**src/rtl/trap_seq_pkg.sv**
```systemverilog
package trap_seq_pkg;

    typedef enum logic [2:0] {
        ST_IDLE     = 3'd0,
        ST_SAVE_PC  = 3'd1,
        ST_SAVE_NPC = 3'd2,
        ST_COMMIT   = 3'd3,
        ST_ERROR    = 3'd4
    } seq_state_e;

    localparam logic [2:0] LOC_PC_SLOT  = 3'd1;
    localparam logic [2:0] LOC_NPC_SLOT = 3'd2;

endpackage

```
**src/rtl/trap_win_step.sv**
```systemverilog
module trap_win_step #(
    parameter int NWIN  = 8,
    parameter int CWP_W = $clog2(NWIN)
) (
    input  logic [CWP_W-1:0] cwp_cur,
    output logic [CWP_W-1:0] cwp_prev
);
    // NWIN is a power of two, so modulo is the natural wrap of CWP_W bits.
    generate
        if (CWP_W == 1) begin : g_two
            assign cwp_prev = ~cwp_cur;
        end else begin : g_many
            assign cwp_prev = cwp_cur - {{(CWP_W-1){1'b0}}, 1'b1};
        end
    endgenerate
endmodule

```
**src/rtl/trap_vec_form.sv**
```systemverilog
module trap_vec_form #(
    parameter int XLEN = 32,
    parameter int TT_W = 8,
    localparam int LOW_W  = TT_W + 4,
    localparam int BASE_W = XLEN - LOW_W
) (
    input  logic [BASE_W-1:0] base_hi,
    input  logic [TT_W-1:0]   tt,
    output logic [XLEN-1:0]   vec,
    output logic [XLEN-1:0]   vec_next
);
    assign vec      = {base_hi, tt, 4'b0000};
    assign vec_next = {base_hi, tt, 4'b0100};
endmodule

```
**src/rtl/trap_seq_fsm.sv**
```systemverilog
module trap_seq_fsm
    import trap_seq_pkg::*;
(
    input  logic       clk,
    input  logic       rst_n,
    input  logic       trap_req,
    input  logic       et_in,
    output seq_state_e state,
    output logic       accept
);
    seq_state_e state_nx;

    always_ff @(posedge clk) begin
        if (!rst_n) state <= ST_IDLE;
        else        state <= state_nx;
    end

    always_comb begin
        state_nx = state;
        accept   = 1'b0;
        unique case (state)
            ST_IDLE: begin
                if (trap_req) begin
                    if (et_in) begin
                        state_nx = ST_SAVE_PC;
                        accept   = 1'b1;
                    end else begin
                        state_nx = ST_ERROR;
                    end
                end
            end
            ST_SAVE_PC:  state_nx = ST_SAVE_NPC;
            ST_SAVE_NPC: state_nx = ST_COMMIT;
            ST_COMMIT:   state_nx = ST_IDLE;
            ST_ERROR:    state_nx = ST_ERROR;
            default:     state_nx = ST_IDLE;
        endcase
    end
endmodule

```
**src/rtl/trap_entry_seq.sv**
```systemverilog
module trap_entry_seq
    import trap_seq_pkg::*;
#(
    parameter int NWIN = 8,
    parameter int XLEN = 32,
    parameter int TT_W = 8,
    localparam int CWP_W  = $clog2(NWIN),
    localparam int BASE_W = XLEN - TT_W - 4
) (
    input  logic              clk,
    input  logic              rst_n,
    input  logic              trap_req,
    input  logic [TT_W-1:0]   trap_num,
    input  logic [XLEN-1:0]   pc_in,
    input  logic [XLEN-1:0]   npc_in,
    input  logic [CWP_W-1:0]  cwp_in,
    input  logic              sup_in,
    input  logic              et_in,
    input  logic [BASE_W-1:0] tbr_base_in,
    output logic              busy,
    output logic              rf_we,
    output logic [CWP_W-1:0]  rf_win,
    output logic [2:0]        rf_local,
    output logic [XLEN-1:0]   rf_wdata,
    output logic              done,
    output logic [CWP_W-1:0]  new_cwp,
    output logic              new_sup,
    output logic              new_psup,
    output logic              new_et,
    output logic [XLEN-1:0]   new_tbr,
    output logic [XLEN-1:0]   new_pc,
    output logic [XLEN-1:0]   new_npc,
    output logic              err_state
);
    seq_state_e        state;
    logic              accept;
    logic [CWP_W-1:0]  cwp_dec;
    logic [XLEN-1:0]   vec, vec_nx;

    // Values captured when the trap is accepted
    logic [XLEN-1:0]   pc_q, npc_q;
    logic [CWP_W-1:0]  win_q;
    logic              psup_q;
    logic [TT_W-1:0]   tt_q;
    logic [BASE_W-1:0] base_q;

    trap_seq_fsm u_fsm (
        .clk      (clk),
        .rst_n    (rst_n),
        .trap_req (trap_req),
        .et_in    (et_in),
        .state    (state),
        .accept   (accept)
    );

    trap_win_step #(.NWIN(NWIN)) u_win (
        .cwp_cur  (cwp_in),
        .cwp_prev (cwp_dec)
    );

    trap_vec_form #(.XLEN(XLEN), .TT_W(TT_W)) u_vec (
        .base_hi  (base_q),
        .tt       (tt_q),
        .vec      (vec),
        .vec_next (vec_nx)
    );

    always_ff @(posedge clk) begin
        if (!rst_n) begin
            pc_q   <= '0;
            npc_q  <= '0;
            win_q  <= '0;
            psup_q <= 1'b0;
            tt_q   <= '0;
            base_q <= '0;
        end else if (accept) begin
            pc_q   <= pc_in;
            npc_q  <= npc_in;
            win_q  <= cwp_dec;
            psup_q <= sup_in;
            tt_q   <= trap_num;
            base_q <= tbr_base_in;
        end
    end

    // Output process: decoded from the state and captured values
    always_comb begin
        busy      = 1'b0;
        rf_we     = 1'b0;
        rf_local  = LOC_PC_SLOT;
        rf_wdata  = pc_q;
        done      = 1'b0;
        err_state = 1'b0;
        unique case (state)
            ST_IDLE: ;
            ST_SAVE_PC: begin
                busy     = 1'b1;
                rf_we    = 1'b1;
                rf_local = LOC_PC_SLOT;
                rf_wdata = pc_q;
            end
            ST_SAVE_NPC: begin
                busy     = 1'b1;
                rf_we    = 1'b1;
                rf_local = LOC_NPC_SLOT;
                rf_wdata = npc_q;
            end
            ST_COMMIT: begin
                busy = 1'b1;
                done = 1'b1;
            end
            ST_ERROR: err_state = 1'b1;
            default: ;
        endcase
    end

    assign rf_win   = win_q;
    assign new_cwp  = win_q;
    assign new_sup  = 1'b1;
    assign new_psup = psup_q;
    assign new_et   = 1'b0;
    assign new_tbr  = vec;
    assign new_pc   = vec;
    assign new_npc  = vec_nx;
endmodule

```
**config.mk**
```make
export PLATFORM = sky130hd
export DESIGN_NAME = trap_entry_seq
export DESIGN_NICKNAME = d
export VERILOG_FILES = /design/src/rtl/trap_seq_pkg.sv /design/src/rtl/trap_win_step.sv /design/src/rtl/trap_vec_form.sv /design/src/rtl/trap_seq_fsm.sv /design/src/rtl/trap_entry_seq.sv
export SDC_FILE = /design/constraint.sdc
export NUM_CORES = 1
export LEC_CHECK = 0
export BUFFER_PORTS_ARGS = -buffer_cell sky130_fd_sc_hd__buf_2
export CAP_MARGIN = 25
export CORE_MARGIN = 3
export CORE_UTILIZATION = 42
export CTS_BUF_LIST = sky130_fd_sc_hd__clkbuf_4 sky130_fd_sc_hd__clkbuf_8 sky130_fd_sc_hd__clkbuf_16
export DETAILED_ROUTE_END_ITERATION = 8
export GPL_ROUTABILITY_DRIVEN = 0
export PLACE_DENSITY = 0.77
export SYNTH_ARGS = -nofsm -noshare
export SYNTH_HDL_FRONTEND = slang
export SYNTH_HIERARCHICAL = 1
export SYNTH_SLANG_ARGS = --single-unit
```
**constraint.sdc**
```tcl
create_clock -name clk -period 1.4 [get_ports clk]
set_input_delay 0.21 -clock clk [delete_from_list [all_inputs] [get_ports clk]]
set_output_delay 0.21 -clock clk [all_outputs]
set_load 0.01 [all_outputs]
```
==> summary.txt <==
====================================================================================
Run status ............................................................ finished, violations left
Violations in the final reports ....................................... negative setup slack
Clock root cell ....................................................... sky130_fd_sc_hd__clkbuf_16
Post-synth top cells .................................................. sky130_fd_sc_hd__buf_4, sky130_fd_sc_hd__dfxtp_1, sky130_fd_sc_hd__nor2b_1
Proportion of synthesized flip-flops having asynchronous set or reset .           0%
Area share of the leading cell type in the synthesized netlist ........        39.8%
Number of placed instances with taps included .........................          750
Synth area leader ..................................................... sky130_fd_sc_hd__dfxtp_1
Vias in the first global route ........................................        3,784
Initial cell density of the core ......................................        43.2%
Fraction of layout cells with a size suffix above 1 ...................        52.5%
Max-slew violation count ..............................................            0
Average footprint of a synthesized cell ...............................     10.5 µm²
Number of buffer and inverter instances along the worst setup path ....            3
Pwr/cell area .........................................................  1070 mW/mm²
Final routed DRC violation total ......................................            0
Max-cap check violation count .........................................            0
Placement row count ...................................................           39
RSZ-0062 raised after global routing ..................................         true
Maximum frequency from static timing analysis .........................      528 MHz
Number of diodes added for antenna fixing .............................            0
Worst setup slack after layout ........................................    -0.495 ns
Via count .............................................................        3,650
Sequential cell area ..................................................  0.00199 mm²
Global Route Usage Sum ................................................        18.4%
Clock buffer count from CTS ...........................................            9
WL per Instance .......................................................      15.9 µm
Summed instance area of the synthesized netlist .......................  0.00498 mm²
Placed wire-length estimate ...........................................      8.33 mm
Filler cell count .....................................................          927
Count of final setup violators ........................................          134
Initial DRT Pass Iterations ...........................................            4
Pin count of the biggest net entering global routing ..................           58
Maximum vdd ir drop ...................................................     0.628 mV
Top-level I/O count ...................................................          244
Distinct cell type count after synthesis ..............................           24
Worst setup skew after layout .........................................   0.00714 ns
Final layout net count ................................................          742
Clock net sink count ..................................................           99
Buffers added on ports ................................................          228
Fin crit share ........................................................         135%
Die area ..............................................................   0.0132 mm²
Most used flip-flop cell after synthesis .............................. sky130_fd_sc_hd__dfxtp_1
Number of synthesized flops with an enable pin ........................            0
Antenna violations before repair ......................................            0
Synth Register Bits ...................................................           99
Critical Path Source Type .............................................     register
Final core utilization ................................................        59.7%
CTS tree ..............................................................          yes
CTS H-Tree Depth ......................................................            3
Placement-stage worst setup slack .....................................    -0.196 ns
Most area-consuming cells after synthesis ............................. sky130_fd_sc_hd__dfxtp_1, sky130_fd_sc_hd__mux2i_1, sky130_fd_sc_hd__buf_4
Critical path class ................................................... register to primary output
Clock-pin slew on the worst setup and hold paths ......................      0.07 ns
Synthesis Warnings ....................................................            6
Critical-path top delay cell .......................................... sky130_fd_sc_hd__dfxtp_2
Final worst path period need ..........................................      1.89 ns
Kind of cell adding the most delay to the critical path ............... buffers and inverters
Area of combinational cells with multiple inputs ......................  0.00229 mm²
Cell-by-cell listing of the critical path ............................. nor3b_4, buf_6, buf_16, mux2_4, buf_6
Horizontal die dimension ..............................................       115 µm
Dominant cell by count in the synthesized netlist ..................... sky130_fd_sc_hd__buf_4
Sequential cell area fraction in the yosys report .....................        39.8%
Data arrival, critical path ...........................................      1.68 ns
Critical Path Max Stage Delay .........................................      0.34 ns
Overflow left after global routing ....................................            0
Worst min-delay path class ............................................ primary input to register
Global-route wire length before repair ................................      19.0 mm
Crit path required time ...............................................      1.19 ns
Floorplan die height ..................................................       115 µm
Crit-path most repeated cell .......................................... sky130_fd_sc_hd__buf_6
Vias per inst .........................................................         4.63
Minimum hold slack ....................................................     0.123 ns
Residual antenna-violating net count after detailed routing ...........            0
Starting DRC count in detailed routing ................................          137
Synthesis-to-layout area growth .......................................        38.0%
Critical path fanouts, max ............................................            8
Leakage power .........................................................      3.15 nW
Wirelength, routed ....................................................      12.5 mm
Clock Path Buffers ....................................................            2
Core Footprint ........................................................   0.0115 mm²
Final Hold Viols ......................................................            0
Finished Layout Cells .................................................          789
Crit. End Element ..................................................... primary output
Post-Synthesis Cells ..................................................          475
Latest clock arrival within the worst-skew pair .......................      0.34 ns
====================================================================================
-- worst paths after layout --
| kind | start | end | slack, ns | cells past startpoint |
|---|---|---|---|---|
| max | u_fsm/state[2]$_SDFFE_PN0P_ | rf_wdata[24] | -0.49 | 5 |
| min | pc_in[16] | pc_q[16]$_SDFFE_PN0P_ | 0.12 | 3 |
| max reg2reg | u_fsm/state[0]$_SDFFE_PN0P_ | pc_q[23]$_SDFFE_PN0P_ | -0.32 | 7 |
| min reg2reg | npc_q[9]$_SDFFE_PN0P_ | npc_q[9]$_SDFFE_PN0P_ | 0.53 | 2 |
-- per-layer routing --
layer	up-vias	part of all wire, %	global-route usage (%)
met1	1710	39	20.6
met5	-	0	0
met4	0	1.8	7.36
met3	18	6.7	5.26
met2	147	53	32.7
li1	1775	-	-
-- sequential cells by signal (all words and copies together) (netlist names) --
name,flops
new_cwp,3
pc_q,32
u_fsm/state,3
new_psup,1
npc_q,32
base_q,20
tt_q,8
-- area by class of cell --
type | count | share of cell area (%)
sequential | 99 | 28.9
clock inverter | 4 | 0.492
clock buffer | 12 | 3.88
multi-input combinational | 253 | 33.4
inverter | 4 | 0.218
timing repair buffer | 274 | 30.5
tap | 143 | 2.60
-- cells in the final DEF, fill, tap and decap left out, drive strengths merged, types with 2 or more instances in the layout --
| master | netlist | final |
|---|---|---|
| mux2 | 32 | 32 |
| inv | 4 | 4 |
| nor3b | 2 | 2 |
| nor2b | 97 | 97 |
| buf | 116 | 274 |
| mux2i | 96 | 96 |
| clkbuf | 10 | 12 |
| xnor2 | 2 | 2 |
| dfxtp | 99 | 99 |
| nor2 | 4 | 4 |
| clkinv | 0 | 3 |
| conb | 4 | 11 |
-- report_power, final --
part / total, mW / switching [mW] / internal [mW] / leakage (nW)
combinational: 1.77 / 0.739 / 1.03 / 2.19
sequential: 3.11 / 0.120 / 2.99 / 0.809
clock: 2.45 / 1.09 / 1.36 / 0.145
total: 7.32 / 1.95 / 5.37 / 3.15
-- cell families after synthesis --
kind of cell               share of synthesized area, %
AOI/OAI and AO/OA                                 0.301
xor gates and xnor gates                          0.528
adders and majority gates                         0.251
buffers and inverters                              18.5
DFF                                                39.8
muxes                                              26.5
other                                             0.301
and+or+nand+nor                                    13.8
-- repair_timing --
item                       in CTS  in global routing
hold endpoints to repair        0                  0
setup endpoints to repair     134                134
buffers inserted               13                  3
gates cloned                   10                  0
resized for setup              73                 17
pin swaps                       2                  1
hold buffers                    0                  0
-- worst min-delay path: stages --
cell and delay [ns]:
sky130_fd_sc_hd__buf_2 0.07, sky130_fd_sc_hd__mux2i_1 0.06, sky130_fd_sc_hd__nor2b_1 0.10
-- stage by stage --
step,power (mW),setup TNS (ns),area [µm²]
detailed placement,4.50,-17.65,5770
floorplan,4.19,-1.89,5150
global placement,4.46,-14.86,5770
CTS,7.33,-35.60,6820
global route,7.64,-49.22,6870
finish,7.32,-40.34,6870
(Power assumes the default switching activity.)
